File: config.mk
export PLATFORM = sky130hd
export DESIGN_NAME = wdrec_ctrl
export DESIGN_NICKNAME = d
export VERILOG_FILES = /design/src/rtl/wdrec_pkg.sv /design/src/rtl/wdrec_strap.sv /design/src/rtl/wdrec_snap.sv /design/src/rtl/wdrec_select.sv /design/src/rtl/wdrec_ctrl.sv
export SDC_FILE = /design/constraint.sdc
export NUM_CORES = 1
export LEC_CHECK = 0
export BUFFER_PORTS_ARGS = -buffer_cell sky130_fd_sc_hd__clkbuf_2
export CAP_MARGIN = 25
export CORE_ASPECT_RATIO = 0.6
export CORE_MARGIN = 2
export CORE_UTILIZATION = 40
export CTS_CLUSTER_DIAMETER = 30
export DETAILED_ROUTE_END_ITERATION = 10
export GPL_ROUTABILITY_DRIVEN = 0
export PLACE_DENSITY = 0.73
export RECOVER_POWER = 25
export SETUP_SLACK_MARGIN = 0.1
export SLEW_MARGIN = 20
export SYNTH_ARGS = -nofsm -noshare
export SYNTH_HDL_FRONTEND = slang
export SYNTH_SLANG_ARGS = --single-unit
export TNS_END_PERCENT = 30
File: constraint.sdc
create_clock -name clk -period 1.64 [get_ports clk]
set_input_delay 0.164 -clock clk [delete_from_list [all_inputs] [get_ports clk]]
set_output_delay 0.164 -clock clk [all_outputs]
set_load 0.03 [all_outputs]
File: src/rtl/wdrec_pkg.sv
package wdrec_pkg;
  parameter int unsigned WDR_M_W = 9;
  parameter int unsigned WDR_N_W = 9;
  parameter int unsigned WDR_O_W = 4;

  typedef struct packed {
    logic [WDR_M_W-1:0] m;
    logic [WDR_N_W-1:0] n;
    logic [WDR_O_W-1:0] o;
  } wdr_freq_t;

  typedef enum logic [1:0] {
    SEL_HOLD  = 2'd0,
    SEL_STRAP = 2'd1,
    SEL_COPY  = 2'd2
  } wdr_sel_e;
endpackage

File: src/rtl/wdrec_strap.sv
module wdrec_strap
  import wdrec_pkg::*;
(
  input  logic      clk,
  input  logic      rst_n,
  input  logic      capture,
  input  wdr_freq_t strap,
  output wdr_freq_t hw
);
  wdr_freq_t hw_q, hw_d;

  always_comb begin
    hw_d = hw_q;
    if (capture) hw_d = strap;
  end

  always_ff @(posedge clk or negedge rst_n) begin
    if (!rst_n) hw_q <= '0;
    else        hw_q <= hw_d;
  end

  assign hw = hw_q;
endmodule

File: src/rtl/wdrec_snap.sv
module wdrec_snap
  import wdrec_pkg::*;
(
  input  logic               clk,
  input  logic               rst_n,
  input  logic               arm_rise,
  input  logic               cfg_auto,
  input  logic               usr_we,
  input  logic [WDR_N_W-1:0] usr_n,
  input  logic [WDR_M_W-1:0] cur_m,
  input  logic [WDR_N_W-1:0] cur_n,
  output logic [WDR_M_W-1:0] rec_m,
  output logic [WDR_N_W-1:0] rec_n,
  output logic               rec_ok
);
  logic [WDR_M_W-1:0] rec_m_q, rec_m_d;
  logic [WDR_N_W-1:0] rec_n_q, rec_n_d;
  logic               m_vld_q, m_vld_d;
  logic               n_vld_q, n_vld_d;
  logic               copy_n, take_usr;

  always_comb begin
    copy_n   = arm_rise & cfg_auto;
    take_usr = usr_we & ~cfg_auto & ~arm_rise;
    rec_m_d  = rec_m_q;
    rec_n_d  = rec_n_q;
    if (arm_rise) rec_m_d = cur_m;
    if (copy_n)        rec_n_d = cur_n;
    else if (take_usr) rec_n_d = usr_n;
    m_vld_d = m_vld_q | arm_rise;
    n_vld_d = n_vld_q | copy_n | take_usr;
  end

  always_ff @(posedge clk or negedge rst_n) begin
    if (!rst_n) begin
      rec_m_q <= '0;
      rec_n_q <= '0;
      m_vld_q <= 1'b0;
      n_vld_q <= 1'b0;
    end else begin
      rec_m_q <= rec_m_d;
      rec_n_q <= rec_n_d;
      m_vld_q <= m_vld_d;
      n_vld_q <= n_vld_d;
    end
  end

  assign rec_m  = rec_m_q;
  assign rec_n  = rec_n_q;
  assign rec_ok = m_vld_q & n_vld_q;

  p_snap_m_r6: assert property (@(posedge clk) disable iff (!rst_n)
    $past(arm_rise) |-> rec_m_q == $past(cur_m));
  p_user_drop_r8: assert property (@(posedge clk) disable iff (!rst_n)
    $past(cfg_auto) && !$past(arm_rise) |-> $stable(rec_n_q));
  p_clash_r9: assert property (@(posedge clk) disable iff (!rst_n)
    $past(arm_rise) && !$past(cfg_auto) |-> $stable(rec_n_q));
endmodule

File: src/rtl/wdrec_select.sv
module wdrec_select
  import wdrec_pkg::*;
(
  input  logic               clk,
  input  logic               rst_n,
  input  logic               expire,
  input  logic               cfg_reset_only,
  input  logic               cfg_src_regs,
  input  wdr_freq_t          hw,
  input  logic [WDR_M_W-1:0] rec_m,
  input  logic [WDR_N_W-1:0] rec_n,
  input  logic               rec_ok,
  input  logic [WDR_O_W-1:0] cur_o,
  output logic               stb,
  output wdr_freq_t          out
);
  wdr_sel_e  sel;
  wdr_freq_t out_q, out_d;
  logic      stb_q, stb_d;

  always_comb begin
    sel = SEL_HOLD;
    if (expire && !cfg_reset_only) begin
      if (!cfg_src_regs) sel = SEL_STRAP;
      else if (rec_ok)   sel = SEL_COPY;
    end
  end

  always_comb begin
    out_d = out_q;
    unique case (sel)
      SEL_STRAP: out_d = hw;
      SEL_COPY:  out_d = '{m: rec_m, n: rec_n, o: cur_o};
      default:   out_d = out_q;
    endcase
    stb_d = (sel != SEL_HOLD);
  end

  always_ff @(posedge clk or negedge rst_n) begin
    if (!rst_n) begin
      out_q <= '0;
      stb_q <= 1'b0;
    end else begin
      stb_q <= stb_d;
      if (stb_d) out_q <= out_d;
    end
  end

  assign stb = stb_q;
  assign out = out_q;

  p_strobe_cause_r2: assert property (@(posedge clk) disable iff (!rst_n)
    stb_q |-> $past(expire) && !$past(cfg_reset_only));
  p_reset_only_r3: assert property (@(posedge clk) disable iff (!rst_n)
    $past(expire) && $past(cfg_reset_only) |-> !stb_q);
  p_hw_source_r4: assert property (@(posedge clk) disable iff (!rst_n)
    stb_q && !$past(cfg_src_regs) |-> out_q == $past(hw));
  p_empty_copy_r10: assert property (@(posedge clk) disable iff (!rst_n)
    $past(cfg_src_regs) && !$past(rec_ok) |-> !stb_q);
  p_hold_r11: assert property (@(posedge clk) disable iff (!rst_n)
    !stb_q |-> $stable(out_q));
endmodule

File: src/rtl/wdrec_ctrl.sv
module wdrec_ctrl
  import wdrec_pkg::*;
(
  input  logic               clk,
  input  logic               rst_n,
  input  logic [WDR_M_W-1:0] strap_m,
  input  logic [WDR_N_W-1:0] strap_n,
  input  logic [WDR_O_W-1:0] strap_o,
  input  logic               strap_capture,
  input  logic [WDR_M_W-1:0] cur_m,
  input  logic [WDR_N_W-1:0] cur_n,
  input  logic [WDR_O_W-1:0] cur_o,
  input  logic               arm_rise,
  input  logic               expire,
  input  logic               cfg_reset_only,
  input  logic               cfg_src_regs,
  input  logic               cfg_auto,
  input  logic               usr_n_we,
  input  logic [WDR_N_W-1:0] usr_n_wdata,
  output logic               load_stb,
  output logic [WDR_M_W-1:0] load_m,
  output logic [WDR_N_W-1:0] load_n,
  output logic [WDR_O_W-1:0] load_o
);
  wdr_freq_t          strap_v, hw_v, out_v;
  logic [WDR_M_W-1:0] rec_m;
  logic [WDR_N_W-1:0] rec_n;
  logic               rec_ok;

  assign strap_v = '{m: strap_m, n: strap_n, o: strap_o};

  wdrec_strap u_strap (
    .clk     (clk),
    .rst_n   (rst_n),
    .capture (strap_capture),
    .strap   (strap_v),
    .hw      (hw_v)
  );

  wdrec_snap u_snap (
    .clk      (clk),
    .rst_n    (rst_n),
    .arm_rise (arm_rise),
    .cfg_auto (cfg_auto),
    .usr_we   (usr_n_we),
    .usr_n    (usr_n_wdata),
    .cur_m    (cur_m),
    .cur_n    (cur_n),
    .rec_m    (rec_m),
    .rec_n    (rec_n),
    .rec_ok   (rec_ok)
  );

  wdrec_select u_sel (
    .clk            (clk),
    .rst_n          (rst_n),
    .expire         (expire),
    .cfg_reset_only (cfg_reset_only),
    .cfg_src_regs   (cfg_src_regs),
    .hw             (hw_v),
    .rec_m          (rec_m),
    .rec_n          (rec_n),
    .rec_ok         (rec_ok),
    .cur_o          (cur_o),
    .stb            (load_stb),
    .out            (out_v)
  );

  assign load_m = out_v.m;
  assign load_n = out_v.n;
  assign load_o = out_v.o;
endmodule

==> impl_metrics.yaml <==
critical_path:
  path_buf_inv: 2
  startpoint: "u_snap.n_vld_q"
  crit_slowest_cell: "dfrtp_1"
  path_cells: "nand4_1 > inv_1 > ha_1 > buf_12 > mux2i_1 > a21oi_1"
  r2r_end: "u_sel.out[3]"
  worst_setup_path_start_kind: "flop"
  arrival_ps: 1620
  rrSetupSlack_ps: 210
  cp.required_ps: 1830
  critPathMaxStageDelay_ps: 360
  r2r.worst_path.cells: 6
  end_kind: "flop"
  critical_path_class: "flop to flop"
  cp_max_fo: 22
  reg2reg_from: "u_snap.n_vld_q"
  cp_top_family: "flip-flops"
die:
  core_sq_um: 6820
  start_util_pct: 42.3
  ios: 85
  die-area_sq_um: 7930
  die_w_um: 114
  die_y_um: 69.8
  rows: 23
timing:
  setup_violations: 0
  slew_headroom_pct: 41.8
  period_needed_ps: 1430
  hold_viol: 0
  setup_ws_ps: 214
  rsz0062_at_grt: "false"
  slew_violations: 0
  tightest_slew_ps: 873
  fin_skew_ps: 4.21
  fmax_mhz: 701
  timing.hold.ws_ps: 72.4
  setup_tns_ps: 0
  period_share_pct: 87.0
cts:
  postCtsSetupBuffers: 0
  clockBufferDepth: 2
  cts_buffers: 9
  cts_resized: 0
  path_clk_slew_ps: 50
  cts.htree.levels: 3
  worstSkewPairLatency_ps: 320
  cts_sinks: 65
  cts_hold_buf: 1
  ctsRootBufferMaster: "clkbuf_16"
  cts_tree: "built"
logic_synthesis:
  ys_warn_count: 0
  postSynthCellCount: 224
  syn_area_sq_um: 2880
  syn-num-nets: 288
  yosysUniqueCellTypes: 22
  postSynthAreaPerCell_sq_um: 12.9
  ys_ff_latch: 65
  ys_seq_area_share_pct: 56.4
power:
  p_per_area_nw_per_um2: 1340
  ir_drop_mv: 0.744
  power_w: 0.00498
  p_sw_share_pct: 27.4
  p_int_w: 0.00361
  power_frac_comb_pct: 19.4
  seqPwrFrac_pct: 40.2
  leakage_nw: 1.78
  switchingPower_w: 0.00137
  clockPowerShare_pct: 40.4
drt:
  drc: 0
  dr.pass1.iters: 4
  ant_nets: 0
  wire_per_inst_um: 14.9
  vias: 1938
  routed_via_density: 4.82
  drtIter0Drc: 73
  finalWirelength_um: 5980
global_route:
  first_global_vias: 1941
  grt_start_max_net_pins: 66
  grt_antenna_before_repair: 0
  gr-total-overflow: 0
  grt_pass1_wl_um: 9760
  track_usage_pct: 16.3
job:
  cap_violations: 0
hold_path:
  hp-class: "primary input to flop"
  hold_path_depth: 2
  hold_start: "strap_m[8]"
  holdPathEnd: "u_strap.hw[21]"
run_status:
  outcome: "complete, no violations"
placed_design:
  port_buffers: 84
  dpl.hpwl_um: 4190
  post-place-ws_ps: 102
final_layout:
  syn2layout_area_growth_pct: 28.9
  nets: 374
  num_antenna_cells: 0
  nFillCells: 584
  drive_gt1_share_pct: 46.3
  post-route-util_pct: 54.5
logic make-up (layout without fill, tap and decap cells):
group                      after synthesis  in the layout  share of synthesized area, %
buffers and inverters                   17            108                          3.99
AOI/OAI and AO/OA                       32             32                          5.68
muxes                                   71             71                          27.5
and+or+nand+nor                         37             37                          5.51
adders and majority gates                2              2                         0.868
DFF                                     65             65                          56.4
layer usage:
metal / vias to the layer above / GRT usage (%) / routed length (um)
met2: 60 / 22.9 / 2490
met4: 0 / 5.28 / 59
met1: 917 / 23.2 / 3040
met5: - / 0 / 0
li1: 956 / - / -
met3: 5 / 6.12 / 389
worst max-delay path by stage:
stage               endpoint  cells after the start
3_3_place_gp   u_sel.out[12]                      8
4_1_cts         u_sel.out[3]                      6
6_report        u_sel.out[3]                      6
2_1_floorplan   u_sel.out[0]                      6
5_1_grt        u_sel.out[12]                      6
3_5_place_dp    u_sel.out[6]                      8
worst register-to-register path: cells and delay by family, from the launching register on:
family	cells	cell delay, ps
simple gates	1	130
mux	1	230
fa+ha+maj	1	190
flops	1	360
compound gates	1	90
buf+inv	2	310
cells in the mapped netlist (all sizes together):
library cell	number	share of area, %
o21ai	9	1.6
a21oi	22	3.8
ha	2	0.87
nor2b	1	0.22
mux2	40	17
clkbuf	2	0.26
inv	2	0.26
nand2	9	1.2
mux2i	31	11
nand2b	2	0.69
dfrtp	65	56
a211o	1	0.30
buf	13	3.5
nand4	1	0.22
or2	1	0.22
nor2	23	3.0
state kept, by name, summed over array words and instances (netlist names):
register and cells:
u_snap.rec_m 9, u_strap.hw 22, u_sel.out 22, u_sel.stb 1, u_snap.rec_n 9, u_snap.n_vld_q 1
u_snap.m_vld_q 1
layout by cell type, fill, tap and decap left out, types with 2 or more instances in the layout:
master     Yosys  final
clkbuf_2       0     83
dfrtp_1       65     65
mux2i_1       31     31
mux2_2        31     31
nor2_1        23     23
a21oi_1       22     22
mux2_4         9      9
nand2_1        9      9
o21ai_1        9      9
clkbuf_16      0      9
clkbuf_8       0      5
buf_12         0      3
inv_1          2      2
ha_1           2      2
power by group through the flow:
stage	clock [W]	sequential, W	combinational [W]
after global routing	0.00214	0.00203	0.00106
after detailed placement	0	0.00203	0.000981
after CTS	0.00207	0.00201	0.000987
after floorplan	0	0.00226	0.000386
final	0.00201	0.00200	0.000968
after global placement	0	0.00202	0.000959
area by class of cell:
| cell class | count | area [sq um] | share of cell area, % |
|---|---|---|---|
| tap | 87 | 109 | 2.93 |
| inverter | 2 | 7.51 | 0.202 |
| clock buffer | 15 | 298 | 8.01 |
| multi-input combinational | 142 | 1140 | 30.7 |
| sequential | 65 | 1630 | 43.7 |
| timing repair buffer | 90 | 505 | 13.6 |
| clock inverter | 1 | 30.0 | 0.808 |
stage by stage:
step           cells  cell area [sq um]
2_1_floorplan    224               2880
3_3_place_gp     385               3390
3_5_place_dp     385               3390
4_1_cts          402               3730
5_1_grt          402               3720
6_report         402               3720
No activity file was read; power rests on OpenSTA's default activity.
